--- config.mk ---
export PLATFORM = sky130hd
export DESIGN_NAME = notif_queue_unit
export DESIGN_NICKNAME = d
export VERILOG_FILES = /design/src/rtl/nq_pkg.sv /design/src/rtl/nq_decode.sv /design/src/rtl/nq_fifo.sv /design/src/rtl/nq_irq.sv /design/src/rtl/notif_queue_unit.sv
export SDC_FILE = /design/constraint.sdc
export NUM_CORES = 1
export LEC_CHECK = 0
export ABC_AREA = 1
export BUFFER_PORTS_ARGS = -buffer_cell sky130_fd_sc_hd__buf_4
export CORE_ASPECT_RATIO = 1.4
export CORE_MARGIN = 1
export CORE_UTILIZATION = 55
export DETAILED_ROUTE_END_ITERATION = 7
export PLACE_DENSITY = 0.71
export SLEW_MARGIN = 25
export SYNTH_ARGS = -nofsm -noshare
export SYNTH_HDL_FRONTEND = slang
export SYNTH_SLANG_ARGS = --single-unit
--- constraint.sdc ---
create_clock -name clk -period 6.2 [get_ports clk]
set_input_delay 0.62 -clock clk [delete_from_list [all_inputs] [get_ports clk]]
set_output_delay 0.62 -clock clk [all_outputs]
set_load 0.03 [all_outputs]
--- src/rtl/nq_pkg.sv ---
// Package: shared types and constants of the notification queue unit.
// Assumes exactly two processors, indexed by the requester-ID bit.
package nq_pkg;
    localparam int NUM_PROC = 2;

    typedef enum logic {
        PROC_X = 1'b0,
        PROC_Y = 1'b1
    } proc_e;

    // One-hot per-processor strobes produced by the address decoder
    typedef struct packed {
        logic [NUM_PROC-1:0] push;
        logic [NUM_PROC-1:0] pop;
        logic [NUM_PROC-1:0] ctrl;
        logic                rd_pop;
    } dec_t;
endpackage

--- src/rtl/nq_decode.sv ---
// Module: nq_decode
// Turns one bus access into per-queue push, pop and control strobes.
// Assumes each window base is aligned to the window size and that the
// windows, the pop address and the control address do not overlap.
module nq_decode
    import nq_pkg::*;
#(
    parameter int ADDR_W = 16,
    parameter int WIN_BYTES = 128,
    parameter logic [ADDR_W-1:0] X_BASE = 16'h1000,
    parameter logic [ADDR_W-1:0] Y_BASE = 16'h1080,
    parameter logic [ADDR_W-1:0] POP_ADDR = 16'h2000,
    parameter logic [ADDR_W-1:0] CTRL_ADDR = 16'h2004
) (
    input  logic [ADDR_W-1:0] addr,
    input  logic              we,
    input  logic              re,
    input  logic              req_id,
    output dec_t              dec
);
    localparam int WIN_LSB = $clog2(WIN_BYTES);

    logic [NUM_PROC-1:0] win_hit;
    logic [NUM_PROC-1:0] req_oh;
    logic                pop_hit;
    logic                ctrl_hit;

    // Window match on the bits above the window offset
    always_comb begin
        win_hit[PROC_X] = (addr[ADDR_W-1:WIN_LSB] == X_BASE[ADDR_W-1:WIN_LSB]);
        win_hit[PROC_Y] = (addr[ADDR_W-1:WIN_LSB] == Y_BASE[ADDR_W-1:WIN_LSB]);
    end

    // Requester one-hot and exact-address matches
    always_comb begin
        req_oh   = (req_id == PROC_Y) ? 2'b10 : 2'b01;
        pop_hit  = (addr == POP_ADDR);
        ctrl_hit = (addr == CTRL_ADDR);
    end

    // Strobe assembly
    always_comb begin
        dec.push   = we ? win_hit : '0;
        dec.pop    = (re && pop_hit) ? req_oh : '0;
        dec.ctrl   = (we && ctrl_hit) ? req_oh : '0;
        dec.rd_pop = re && pop_hit;
    end
endmodule

--- src/rtl/nq_fifo.sv ---
// Module: nq_fifo
// Circular FIFO of nibble-wide notification codes with an occupancy count.
// A push into a full queue is refused unless a pop frees a slot in the same
// cycle; the refused push is reported on drop. A pop of an empty queue does
// nothing. The head reads as zero when the queue is empty.
module nq_fifo #(
    parameter int DEPTH = 64,
    parameter int W = 4,
    localparam int AW = (DEPTH > 1) ? $clog2(DEPTH) : 1,
    localparam int CW = $clog2(DEPTH + 1)
) (
    input  logic          clk,
    input  logic          rst_n,
    input  logic          push,
    input  logic [W-1:0]  din,
    input  logic          pop,
    output logic [W-1:0]  head,
    output logic [CW-1:0] cnt,
    output logic          drop
);
    logic [W-1:0]  mem [DEPTH];
    logic [AW-1:0] wr_ptr;
    logic [AW-1:0] rd_ptr;
    logic          empty;
    logic          full;
    logic          do_push;
    logic          do_pop;

    // Accept/refuse decisions
    always_comb begin
        empty   = (cnt == '0);
        full    = (cnt == CW'(DEPTH));
        do_pop  = pop && !empty;
        do_push = push && (!full || do_pop);
        drop    = push && !do_push;
        head    = empty ? '0 : mem[rd_ptr];
    end

    // Storage write, no reset needed on data
    always_ff @(posedge clk) begin
        if (do_push) mem[wr_ptr] <= din;
    end

    // Pointer and count update with wrap at DEPTH
    always_ff @(posedge clk) begin
        if (!rst_n) begin
            wr_ptr <= '0;
            rd_ptr <= '0;
            cnt    <= '0;
        end else begin
            if (do_push) wr_ptr <= (wr_ptr == AW'(DEPTH - 1)) ? '0 : wr_ptr + 1'b1;
            if (do_pop)  rd_ptr <= (rd_ptr == AW'(DEPTH - 1)) ? '0 : rd_ptr + 1'b1;
            case ({do_push, do_pop})
                2'b10:   cnt <= cnt + 1'b1;
                2'b01:   cnt <= cnt - 1'b1;
                default: cnt <= cnt;
            endcase
        end
    end
endmodule

--- src/rtl/nq_irq.sv ---
// Module: nq_irq
// Per-processor interrupt enable and sticky overflow flag.
// Assumes ctrl_wr is already qualified by requester, so only the owning
// processor can change its own enable or clear its own flag. A drop in the
// same cycle as a clear keeps the flag set.
module nq_irq (
    input  logic       clk,
    input  logic       rst_n,
    input  logic       ctrl_wr,
    input  logic [1:0] ctrl_bits,
    input  logic       drop,
    input  logic       nonempty,
    output logic       irq,
    output logic       ovf
);
    logic en;

    // Enable register loaded from control bit 0
    always_ff @(posedge clk) begin
        if (!rst_n)       en <= 1'b0;
        else if (ctrl_wr) en <= ctrl_bits[0];
    end

    // Sticky overflow: set by a drop, cleared by control bit 1
    always_ff @(posedge clk) begin
        if (!rst_n)                       ovf <= 1'b0;
        else if (drop)                    ovf <= 1'b1;
        else if (ctrl_wr && ctrl_bits[1]) ovf <= 1'b0;
    end

    // Level interrupt while enabled and pending
    always_comb irq = en && nonempty;
endmodule

--- src/rtl/notif_queue_unit.sv ---
// Module: notif_queue_unit
// Top level: decodes bus accesses, fills one queue per processor from the
// upper nibble of mailbox writes, steers pops by requester ID, and drives
// masked level interrupts. The memory write path is passed through as-is.
// Assumes at most one access (read or write) is presented per cycle.
module notif_queue_unit
    import nq_pkg::*;
#(
    parameter int ADDR_W = 16,
    parameter int DATA_W = 32,
    parameter int DEPTH = 64,
    parameter int NIB_W = 4,
    parameter int WIN_BYTES = 128,
    parameter logic [ADDR_W-1:0] X_BASE = 16'h1000,
    parameter logic [ADDR_W-1:0] Y_BASE = 16'h1080,
    parameter logic [ADDR_W-1:0] POP_ADDR = 16'h2000,
    parameter logic [ADDR_W-1:0] CTRL_ADDR = 16'h2004
) (
    input  logic              clk,
    input  logic              rst_n,
    input  logic [ADDR_W-1:0] addr,
    input  logic [DATA_W-1:0] wdata,
    input  logic              we,
    input  logic              re,
    input  logic              req_id,
    output logic [DATA_W-1:0] rdata,
    output logic              irq_x,
    output logic              irq_y,
    output logic              ovf_x,
    output logic              ovf_y,
    output logic              mem_we,
    output logic [ADDR_W-1:0] mem_addr,
    output logic [DATA_W-1:0] mem_wdata
);
    localparam int CW = $clog2(DEPTH + 1);

    dec_t             dec;
    logic [NIB_W-1:0] head [NUM_PROC];
    logic [CW-1:0]    cnt  [NUM_PROC];
    logic [NUM_PROC-1:0] drop;
    logic [NUM_PROC-1:0] irq_v;
    logic [NUM_PROC-1:0] ovf_v;
    logic [CW-1:0]    cnt_x;
    logic [CW-1:0]    cnt_y;

    nq_decode #(
        .ADDR_W(ADDR_W), .WIN_BYTES(WIN_BYTES),
        .X_BASE(X_BASE), .Y_BASE(Y_BASE),
        .POP_ADDR(POP_ADDR), .CTRL_ADDR(CTRL_ADDR)
    ) u_dec (
        .addr(addr), .we(we), .re(re), .req_id(req_id), .dec(dec)
    );

    for (genvar g = 0; g < NUM_PROC; g++) begin : g_proc
        nq_fifo #(.DEPTH(DEPTH), .W(NIB_W)) u_fifo (
            .clk(clk), .rst_n(rst_n),
            .push(dec.push[g]), .din(wdata[DATA_W-1 -: NIB_W]),
            .pop(dec.pop[g]), .head(head[g]), .cnt(cnt[g]), .drop(drop[g])
        );
        nq_irq u_irq (
            .clk(clk), .rst_n(rst_n),
            .ctrl_wr(dec.ctrl[g]), .ctrl_bits(wdata[1:0]),
            .drop(drop[g]), .nonempty(cnt[g] != '0),
            .irq(irq_v[g]), .ovf(ovf_v[g])
        );
    end

    // Registered read data: steered head on a pop, zero on any other read
    always_ff @(posedge clk) begin
        if (!rst_n)  rdata <= '0;
        else if (re) rdata <= dec.rd_pop ? DATA_W'(head[req_id]) : '0;
    end

    // Output mapping and memory pass-through
    always_comb begin
        irq_x     = irq_v[PROC_X];
        irq_y     = irq_v[PROC_Y];
        ovf_x     = ovf_v[PROC_X];
        ovf_y     = ovf_v[PROC_Y];
        cnt_x     = cnt[PROC_X];
        cnt_y     = cnt[PROC_Y];
        mem_we    = we;
        mem_addr  = addr;
        mem_wdata = wdata;
    end
endmodule

Yosys cells after proc, flatten, opt, wreduce, memory -nomap -nowiden:

Memory sizes are Yosys's and may differ from the RTL's. A register that Yosys moved wholly into a read port is not among the register bits.
Cells that the tools add are included.

* RAM bits: 512
* bits in latches: 0
* memories kept: 2
* memory bits (read-only): 0
* logic and storage cells: 93
* input bits: 53
* bits in registers: 74

* add/subtract/negate cells: 8
* reduce and logical (&&, ||, !) cells: 28
* $mul: 0
* order comparisons: 1
* equal/unequal tests: 14
* bitwise logic cells: 1
* shift-type cells: 0
* divide/modulo/power cells: 0
* multiplexer cells: 28

Memories
* g_proc[0].u_fifo.mem: words 64, bits a word 4, read ports 1, clocked after Yosys merged registers in 1, wr ports 1, line nq_fifo.sv:21 `logic [W-1:0] mem [DEPTH];`
* g_proc[1].u_fifo.mem: words 64, bits a word 4, read ports 1, clocked after Yosys merged registers in 1, wr ports 1, line nq_fifo.sv:21

Operators by type and width (number)
* 6-bit two-way mux: 8
* 16-bit by 14-bit == test with 1-bit output, second input constant: 2
* 7-bit one-hot mux with 2 select lines: 2
* 6-bit by 1-bit adder with 6-bit output, second input constant: 4
* 6-bit == test, second input constant: 4
* 4-bit two-way mux: 6
* 9-bit by 6-bit == test with 1-bit output, second input constant: 2
* 7-bit by 1-bit adder with 7-bit output, second input constant: 2
* 7-bit == test, second input constant: 2
* 7-bit logical NOT: 2
* 7-bit nonzero test: 2
* 7-bit by 1-bit subtractor with 7-bit output, second input constant: 2
* 1-bit logical AND: 12
* 1-bit two-way mux: 8
* 2-bit two-way mux: 4
* 2-bit nonzero test: 4
* 1-bit logical NOT: 6
* 2-bit by 1-bit == test with 1-bit output, second input constant: 2
* 2-bit == test, second input constant: 2
* 2-bit >= comparator, second input constant: 1
* 1-bit logical OR: 2
* 1-bit NOT with 2-bit output: 1

Depth between registers and ports, before layout:

Gate-level depths: netlist (run 1).

* word-level depth: 9
* mapped depth: 19
* depth with buffers taken out: 19

Modules after synthesis:

From an unflattened synthesis (run 1), not the netlist that was laid out.

* cell total of the unflattened synthesis: 2359
* area total of the unflattened synthesis: 25160.4 um2

By module, submodules not included
* nq_fifo at g_proc[1].u_fifo: cells an instance 1092, instances 1, area each 12015.3 um2
* nq_fifo at g_proc[0].u_fifo: cells an instance 1087, instances 1, area each 11990.2 um2
* notif_queue_unit: cells an instance 123, instances 1, area each 832.0 um2
* nq_irq: cells an instance 13, instances 2, area each 87.6 um2
* nq_decode: cells an instance 31, instances 1, area each 147.6 um2

Least setup slack after synthesis (run 1):

OpenSTA, ideal clock, no wires.

* path kind: input to register
* start point: input addr[1]
* end point: register g_proc[1].u_fifo.cnt[6]
* stages: 16
* buffers on the path: 0
* setup slack: 3.247 ns
* library setup time: 0.115 ns
* arrival time: 2.838 ns
* cell sequence: nor2_1 nand2_1 nor4_4 nand2_1 nor3_2 ha_1 a21oi_1 nand2_1 nand2_1 nand2_1 a21oi_1 nand2_1 nand2_1 nand3_1 nand2_1 nor2_1

* longest elaborated chain between the ends: 8
* elaborated cells between the ends (all ways): 10
* those cells by class: eq/ne (3); mux (2); reduce/logical (5)

Ends and longest elaborated chain
* start: declaration: line notif_queue_unit.sv:21 `input logic [ADDR_W-1:0] addr,`
* 16-bit by 14-bit == test with 1-bit output *: line nq_decode.sv:37 `pop_hit = (addr == POP_ADDR);`
* 1-bit logical AND *: line nq_decode.sv:44 `dec.pop = (re && pop_hit) ? req_oh : '0;`
* 2-bit two-way mux *: line nq_decode.sv:44
* 1-bit logical AND *: line nq_fifo.sv:33 `do_pop = pop && !empty;`
* 1-bit logical OR: line nq_fifo.sv:34 `do_push = push && (!full || do_pop);`
* 1-bit logical AND: line nq_fifo.sv:34
* 2-bit by 1-bit == test with 1-bit output / 2-bit == test (equally long branches): line nq_fifo.sv:53 `case ({do_push, do_pop})`
* 7-bit one-hot mux with 2 select lines / 2-bit nonzero test (equally long branches)
* end signal: assignment: line nq_fifo.sv:54 `2'b10: cnt <= cnt + 1'b1;`
* end signal: assignment: line nq_fifo.sv:55 `2'b01: cnt <= cnt - 1'b1;`
* end signal: assignment: line nq_fifo.sv:56 `default: cnt <= cnt;`
* end: declaration: line nq_fifo.sv:18 `output logic [CW-1:0] cnt,`

Every way passes the cells marked *; elsewhere a longest branch is shown, timed or not.
A chain may end at the register's enable or synchronous reset.

==> summary.txt, run 1 <==
STA
  – Worst-margin pin slew: 1.011 ns
  – Achievable Freq: 322.6 MHz
  – RSZ-0062 raised after global routing: no
  – Relative slew slack: 32.63%
  – Final setup fails: 0
  – Hold Vio Cnt, Final: 0
  – Final Cycle Share: 49.99%
  – Total negative slack: 0 ns
  – Final min period: 3.099 ns
  – Final Max Tran Viols: 0
  – Clk_skew: 0.01332 ns

Placed design
  – Routability Congestion: 0.9182
  – Hpwl dp: 36880 um
  – Port-buffer cells: 57
  – Placed Area: 25920 sq um
  – Cells after DPL: 3069

Routing
  – Post-route ant nets: 0
  – Routed WL per cell: 18.75 um
  – Via density: 5.504
  – Number of DRC markers in iteration 0: 1403
  – WL final: 59390 um
  – Drc violations: 0
  – Vias: 17430
  – Detailed Routing Iterations Pass 1: 6

Power and ir drop
  – P_leak: 10.45 nW
  – Flop pwr share: 56.5%
  – Comb pwr share: 2.2%
  – Maximum VDD drop: 0.0002572 V
  – PD cells: 268.5 nW/um^2
  – Clk pwr share: 41.3%
  – Sw Share: 20.01%
  – Pint: 5.918 mW
  – Final Power: 7.398 mW
  – Psw: 1.480 mW

Floorplan
  – Starting density of the core: 55.55%
  – Die extent in y: 256.9 um
  – Top Ports: 138
  – Die ar.: 47300 sq um
  – Core Rows: 93
  – Core ar.: 45960 sq um
  – Die W: 184.1 um

Clocking
  – Root Buffer: clkbuf_16
  – Clock Tree Buf Depth: 3
  – Clock sink total: 570
  – H-tree Lvls: 2
  – Cts repair resizes: 0
  – Total CTS buffers: 53
  – CTS tree: built
  – Hold buffers post-CTS: 0
  – Worst-path clk slew: 0.06 ns
  – Worst skew pair latency: 0.58 ns
  – Post-CTS Setup Bufs: 0

Synth
  – Syn. warnings: 0
  – Cell variety after synth: 41
  – Post-synth EDFFs: 512
  – Syn avg cell area: 10.06 sq um
  – Cells after Synth: 2539
  – Dominant synthesized flop cell: edfxtp_1
  – Seq cells post-synth: 570
  – Syn Std Cell Area: 25530 sq um
  – Post-synthesis sequential area ratio: 64.76%
  – Asr flop ratio synth: 0%

Hold path
  – Worst hold stages: 3
  – Hold crit path type: in2reg
  – HP Start: wdata[0]

GRT
  – GRT Total Usage: 25.30%
  – Largest net degree at the start of global routing: 101
  – Number of global-route vias before repair: 17390
  – Overflow after GRT: 0
  – Antenna violations before repair: 0
  – First-pass GRT wire length: 91380 um

Final layout
  – Number of non-filler instances in the completed layout: 3167
  – Most frequent cells in the layout: nand2_1 (679), edfxtp_1 (512), nand3_1 (333)
  – Area grow syn2layout: 7.899%
  – Most common cell after layout, fill and taps aside: nand2_1
  – Layout Nets: 2577
  – Design area: 27550 sq um
  – Number of antenna diodes: 0
  – Layout cells sized above 1: 7.647%

Critical path
  – Kind of end point of the critical path: flip-flop
  – WS Path Type: reg2reg
  – FF-to-FF End: rdata[0]
  – Startpoint Class: flip-flop
  – Required time of the critical path: 6.72 ns
  – R2R Setup Slk: 3.10 ns
  – Number of cells on the worst reg-to-reg path: 14
  – Critical Path End: rdata[0]
  – Arr. time, crit path: 3.62 ns
  – Largest fanout on the critical path: 65

Run
  – Total of max-cap violations: 0

Outcome
  – Status: complete, no violations
-- cells in the mapped netlist (3+ instances only) --
| cell | n | area, sq um |
|---|---|---|
| a21oi_1 | 52 | 260.3 |
| inv_2 | 6 | 22.52 |
| ha_1 | 14 | 175.2 |
| buf_2 | 33 | 165.2 |
| nor3_2 | 4 | 40.04 |
| nand4_1 | 6 | 37.54 |
| buf_4 | 83 | 623.1 |
| nor3_1 | 14 | 70.07 |
| nor2_1 | 309 | 1160 |
| nand2_4 | 4 | 45.04 |
| edfxtp_1 | 512 | 15370 |
| nor4_1 | 4 | 25.02 |
| o21ai_0 | 100 | 500.5 |
| o211ai_1 | 15 | 112.6 |
| nand3_4 | 7 | 122.6 |
| nand3_2 | 7 | 70.07 |
| dfxtp_1 | 58 | 1161 |
| buf_1 | 17 | 63.81 |
| nand2_2 | 3 | 18.77 |
| xnor2_1 | 5 | 43.79 |
| xor2_1 | 4 | 35.03 |
| inv_1 | 190 | 713.2 |
| nand2_1 | 679 | 2549 |
| clkbuf_1 | 57 | 214.0 |
| nand3_1 | 333 | 1667 |
-- critical path, cell delays in order (launching register included) --
cell and delay [ns]:
dfxtp_4 0.49, inv_2 0.65, buf_4 0.65, nand2_1 0.12
nand2_1 0.09, nand2_1 0.05, nand3_1 0.16, nand3_1 0.10
nand3_1 0.15, nand3_1 0.15, nand2_1 0.12, nand2_1 0.07
nand3_1 0.10, nand2_1 0.05, inv_1 0.04
-- power groups by stage --
stage	sequential, mW	combinational [mW]	clock (mW)
2_1_floorplan	4.27	0.112	0
3_3_place_gp	4.26	0.160	0
3_5_place_dp	4.26	0.161	0
4_1_cts	4.18	0.161	3.09
5_1_grt	4.18	0.170	3.24
6_report	4.18	0.160	3.06
-- worst min path at each step --
stage	slack [ns]	to
3_5_place_dp	0.45	g_proc[1].u_irq.en
6_report	0.36	g_proc[0].u_irq.en
3_3_place_gp	0.44	g_proc[1].u_irq.en
2_1_floorplan	0.43	g_proc[0].u_irq.en
5_1_grt	0.36	g_proc[0].u_irq.en
4_1_cts	0.34	g_proc[0].u_irq.en
-- metal layers --
layer | vias up | share of wire (%) | global-route usage [%]
met1 | 8344 | 37 | 28.43
met5 | - | 0 | 0
met4 | 0 | 4.8 | 13.24
met3 | 170 | 5.3 | 3.128
met2 | 567 | 53 | 46.39
li1 | 8349 | - | -
-- area by class of cell --
type / count / area [sq um]
flip-flops and latches: 570 / 16540
inverters: 197 / 740.7
multi-input cells: 1609 / 7293
clock buffers: 69 / 1396
clock inverters: 28 / 214.0
fillers: 3783 / 18410
repair buffers: 77 / 590.6
well taps: 617 / 772.0
-- registers in the layout, summed over array words and instances (netlist names), named ones only --
register / count
g_proc.u_fifo.cnt: 14
g_proc.u_fifo.mem: 512
g_proc.u_fifo.rd_ptr: 12
g_proc.u_fifo.wr_ptr: 12
g_proc.u_irq.en: 2
g_proc.u_irq.ovf: 2
rdata: 4
-- logic make-up after synthesis --
logic type | synth area share, %
AO/OA/AOI/OAI | 3.543
XOR/XNOR | 0.3087
adder cells (fa/ha/maj) | 0.8429
buffers and inverters | 7.071
flip-flops | 64.76
other | 0.01469
AND/OR/NAND/NOR | 23.46
-- metrics by stage --
stage               worst slack (ns)  utilization, %  hold slack (ns)
floorplan                      3.247               -           0.4300
global placement               2.735           56.39           0.4389
detailed placement             2.712           56.39           0.4491
CTS                            3.127           59.90           0.3402
global route                   2.841           59.94           0.3608
finish                         3.101           59.94           0.3614
Power figures use the tool's default switching activity.
==> inputs of run 2 (changes only) <==
--- a/config.mk
+++ b/config.mk
@@ -5,13 +5,13 @@
 export SDC_FILE = /design/constraint.sdc
 export NUM_CORES = 1
 export LEC_CHECK = 0
-export ABC_AREA = 1
+export ABC_AREA = 0
 export BUFFER_PORTS_ARGS = -buffer_cell sky130_fd_sc_hd__buf_4
 export CORE_ASPECT_RATIO = 1.4
 export CORE_MARGIN = 1
 export CORE_UTILIZATION = 55
 export DETAILED_ROUTE_END_ITERATION = 7
-export PLACE_DENSITY = 0.71
+export PLACE_DENSITY = 0.74
 export SLEW_MARGIN = 25
 export SYNTH_ARGS = -nofsm -noshare
 export SYNTH_HDL_FRONTEND = slang
==> constraint.sdc (replaced) <==
create_clock -name clk -period 2.6 [get_ports clk]
set_input_delay 0.26 -clock clk [delete_from_list [all_inputs] [get_ports clk]]
set_output_delay 0.26 -clock clk [all_outputs]
set_load 0.03 [all_outputs]
==> run 2 against run 1 <==
Effect of this change: non-clock buffer count rose by 216; setup slack worse by 3.1 ns; flip-flop and latch count did not move; cell area grew 1.7%; largest power group unchanged.
==> summary.txt, run 2 <==
Critical path
  – WS Path Type: reg2reg
  – Required time of the critical path: 3.03 ns
  – Number of cells on the worst reg-to-reg path: 10
  – Startpoint Class: flip-flop
  – Arr. time, crit path: 2.98 ns
  – Cell breakdown of the critical path: or4_4, nor4_4, nor3_4, fa_2, a21o_1, a21oi_2, o21a_1, nor2_1, a211oi_1, nor3_1
  – R2R Setup Slk: 0.04 ns
  – Critical path's slowest cell: or4_4
  – CP max stage delay: 0.55 ns
  – Kind of end point of the critical path: flip-flop
  – Largest fanout on the critical path: 4

Outcome
  – Status: complete, no violations

Synth
  – Cells after Synth: 1450
  – Asr flop ratio synth: 0%
  – Post-synth EDFFs: 512
  – Syn avg cell area: 16.54 sq um
  – Seq cells post-synth: 570
  – Synth Area in Compound Gates: 3.573%
  – Post-synthesis sequential area ratio: 68.93%
  – Cell variety after synth: 77
  – Synth Area in XOR/XNOR: 0.6572%
  – Synth top area share: 64.09%
  – Post-synth top cells: edfxtp_1 (512), nor2_1 (173), mux4_2 (123), buf_4 (79), dfxtp_1 (58)
  – Most common cell in the netlist: edfxtp_1
  – Simple-Gate Fraction of Synth Area: 7.683%
  – Post-synthesis mux area share: 14.40%
  – Dominant synthesized flop cell: edfxtp_1
  – Synth area leader: edfxtp_1
  – Syn. warnings: 0
  – Adder-cell share of the synthesized area: 0.8971%
  – Syn Std Cell Area: 23990 sq um
  – Synth top area cells: edfxtp_1 (64%), mux4_2 (12%), dfxtp_1 (4.8%)
  – Combinational family with the most area after synthesis: multiplexers

Final layout
  – Layout Nets: 1744
  – Design area: 28020 sq um
  – Register with the most flip-flops: g_proc.u_fifo.mem
  – Biggest regs: g_proc.u_fifo.mem: 512 flops, g_proc.u_fifo.cnt: 14 flops
  – Layout cells sized above 1: 32.13%
  – Most common cell after layout, fill and taps aside: edfxtp_1
  – Fill cells: 2959
  – Number of antenna diodes: 0
  – Largest register FFs: 512
  – Area grow syn2layout: 16.80%
  – Most frequent cells in the layout: edfxtp_1 (512), buf_4 (281), nor2_1 (173)

Hold path
  – Worst hold stages: 1
  – Hold crit path type: in2reg

STA
  – Clk_skew: 0.01330 ns
  – Final setup fails: 0
  – Final min period: 2.556 ns
  – Achievable Freq: 391.2 MHz
  – Hold Vio Cnt, Final: 0
  – RSZ-0062 raised after global routing: yes
  – Relative slew slack: 46.51%
  – Final Cycle Share: 98.32%
  – Final Max Tran Viols: 0
  – Worst-margin pin slew: 0.7821 ns

Placed design
  – Routability Congestion: 0.8637
  – Port-buffer cells: 57
  – Hpwl dp: 35750 um
  – Placed Area: 26320 sq um

Routing
  – Routed WL per cell: 23.06 um
  – Vias: 13380
  – Drc violations: 0
  – Via density: 5.900
  – Detailed Routing Iterations Pass 1: 5
  – WL final: 52270 um
  – Number of DRC markers in iteration 0: 1120
  – Post-route ant nets: 0

Power and ir drop
  – Comb pwr share: 2.1%
  – Pint: 14.33 mW
  – Flop pwr share: 56.1%
  – P_leak: 9.334 nW
  – Psw: 3.438 mW
  – PD cells: 634.0 nW/um^2
  – Sw Share: 19.35%
  – Final Power: 17.76 mW
  – Maximum VDD drop: 0.0005820 V
  – Clk pwr share: 41.8%

Clocking
  – Total CTS buffers: 51
  – Clock sink total: 570
  – H-tree Lvls: 2
  – Worst-path clk slew: 0.06 ns
  – CTS tree: built
  – Worst skew pair latency: 0.57 ns
  – Root Buffer: clkbuf_16
  – Clock Tree Buf Depth: 3

Floorplan
  – Starting density of the core: 55.76%
  – Die extent in y: 249.1 um
  – Die W: 178.5 um
  – Die ar.: 44470 sq um
  – Core ar.: 43020 sq um
  – Core Rows: 90
  – Top Ports: 138

GRT
  – GRT Total Usage: 24.12%
  – First-pass GRT wire length: 80190 um
  – Overflow after GRT: 0
  – Number of global-route vias before repair: 14090
  – Antenna violations before repair: 0
  – Largest net degree at the start of global routing: 117

Run
  – Total of max-cap violations: 0
run 2: changes by cell type in the layout (fill, tap and decap cells not counted), moves of 10 or more:
cell | before | now
inv_1 | 186 | 12
nor2_1 | 309 | 173
buf_4 | 76 | 281
o21ai_0 | 100 | 8
mux2i_1 | 0 | 47
buf_12 | 1 | 11
nand2_1 | 679 | 54
nand3_1 | 333 | 29
mux2_2 | 0 | 19
a21oi_1 | 52 | 23
nor2b_1 | 0 | 20
mux4_2 | 0 | 123
run 2: power groups by stage:
stage | logic (mW) | registers [mW] | clock network (mW)
after global placement | 0.370 | 10.2 | 0
after CTS | 0.379 | 9.96 | 7.52
after detailed placement | 0.377 | 10.2 | 0
final | 0.377 | 9.96 | 7.42
after global routing | 0.402 | 9.96 | 7.84
after floorplan | 0.255 | 10.2 | 0
run 2: worst paths after layout:
path | to | startpoint
max | g_proc[1].u_fifo.cnt[6] | g_proc[1].u_fifo.cnt[3]
min | g_proc[1].u_fifo.mem[6][2] | wdata[30]
max reg2reg | g_proc[1].u_fifo.cnt[6] | g_proc[1].u_fifo.cnt[3]
min reg2reg | g_proc[0].u_irq.en | g_proc[0].u_irq.en
run 2: what timing repair did:
item	in CTS	in global routing
hold buffers	1	0
buffers inserted	0	3
pin swaps	1	10
hold endpoints to repair	2	0
setup endpoints to repair	2	2
resized for setup	3	3
run 2: through the flow:
stage	hold slack, ns	setup TNS, ns	cells	util [%]	setup WS, ns
after floorplan	0.3589	-0.2516	1477	-	-0.1183
after global placement	0.4423	-17.66	2171	61.18	-0.2675
after detailed placement	0.4465	-22.62	2171	61.18	-0.1952
after CTS	0.001973	-0.03354	2265	65.06	-0.03354
after global routing	0.009348	-0.1309	2267	65.13	-0.09933
final	0.01447	0	2267	65.13	0.04377
run 2: area by class of cell:
cell class,instances,area (sq um),share of cell area (%)
clock buffer,72,1449,5.171
clock inverter,21,201.4,0.7190
inverter,12,45.04,0.1608
multi-input combinational,747,6743,24.07
sequential,570,16550,59.07
tap,552,690.7,2.465
timing repair buffer,293,2340,8.351
run 2: layer usage:
layer  GRT usage (%)  part of all wire [%]  vias to the layer above
li1                -                     -                     5990
met3           3.205                   5.2                      156
met5               0                     0                        -
met2           44.02                    55                      485
met4           10.34                   4.4                        0
met1           27.99                    35                     6745
run 2: critical path, delay by kind of cell, from the launching register on:
kind | cells | cell delay, ns
AND/OR/NAND/NOR | 5 | 1.01
flip-flops | 1 | 0.31
adder cells (fa/ha/maj) | 1 | 0.37
AO/OA/AOI/OAI | 4 | 0.73
run 2: cell families after synthesis:
family | Yosys count
compound gates | 119
xor+xnor | 18
fa+ha+maj | 16
buf+inv | 160
flops | 570
mux | 189
other cells | 1
simple gates | 377
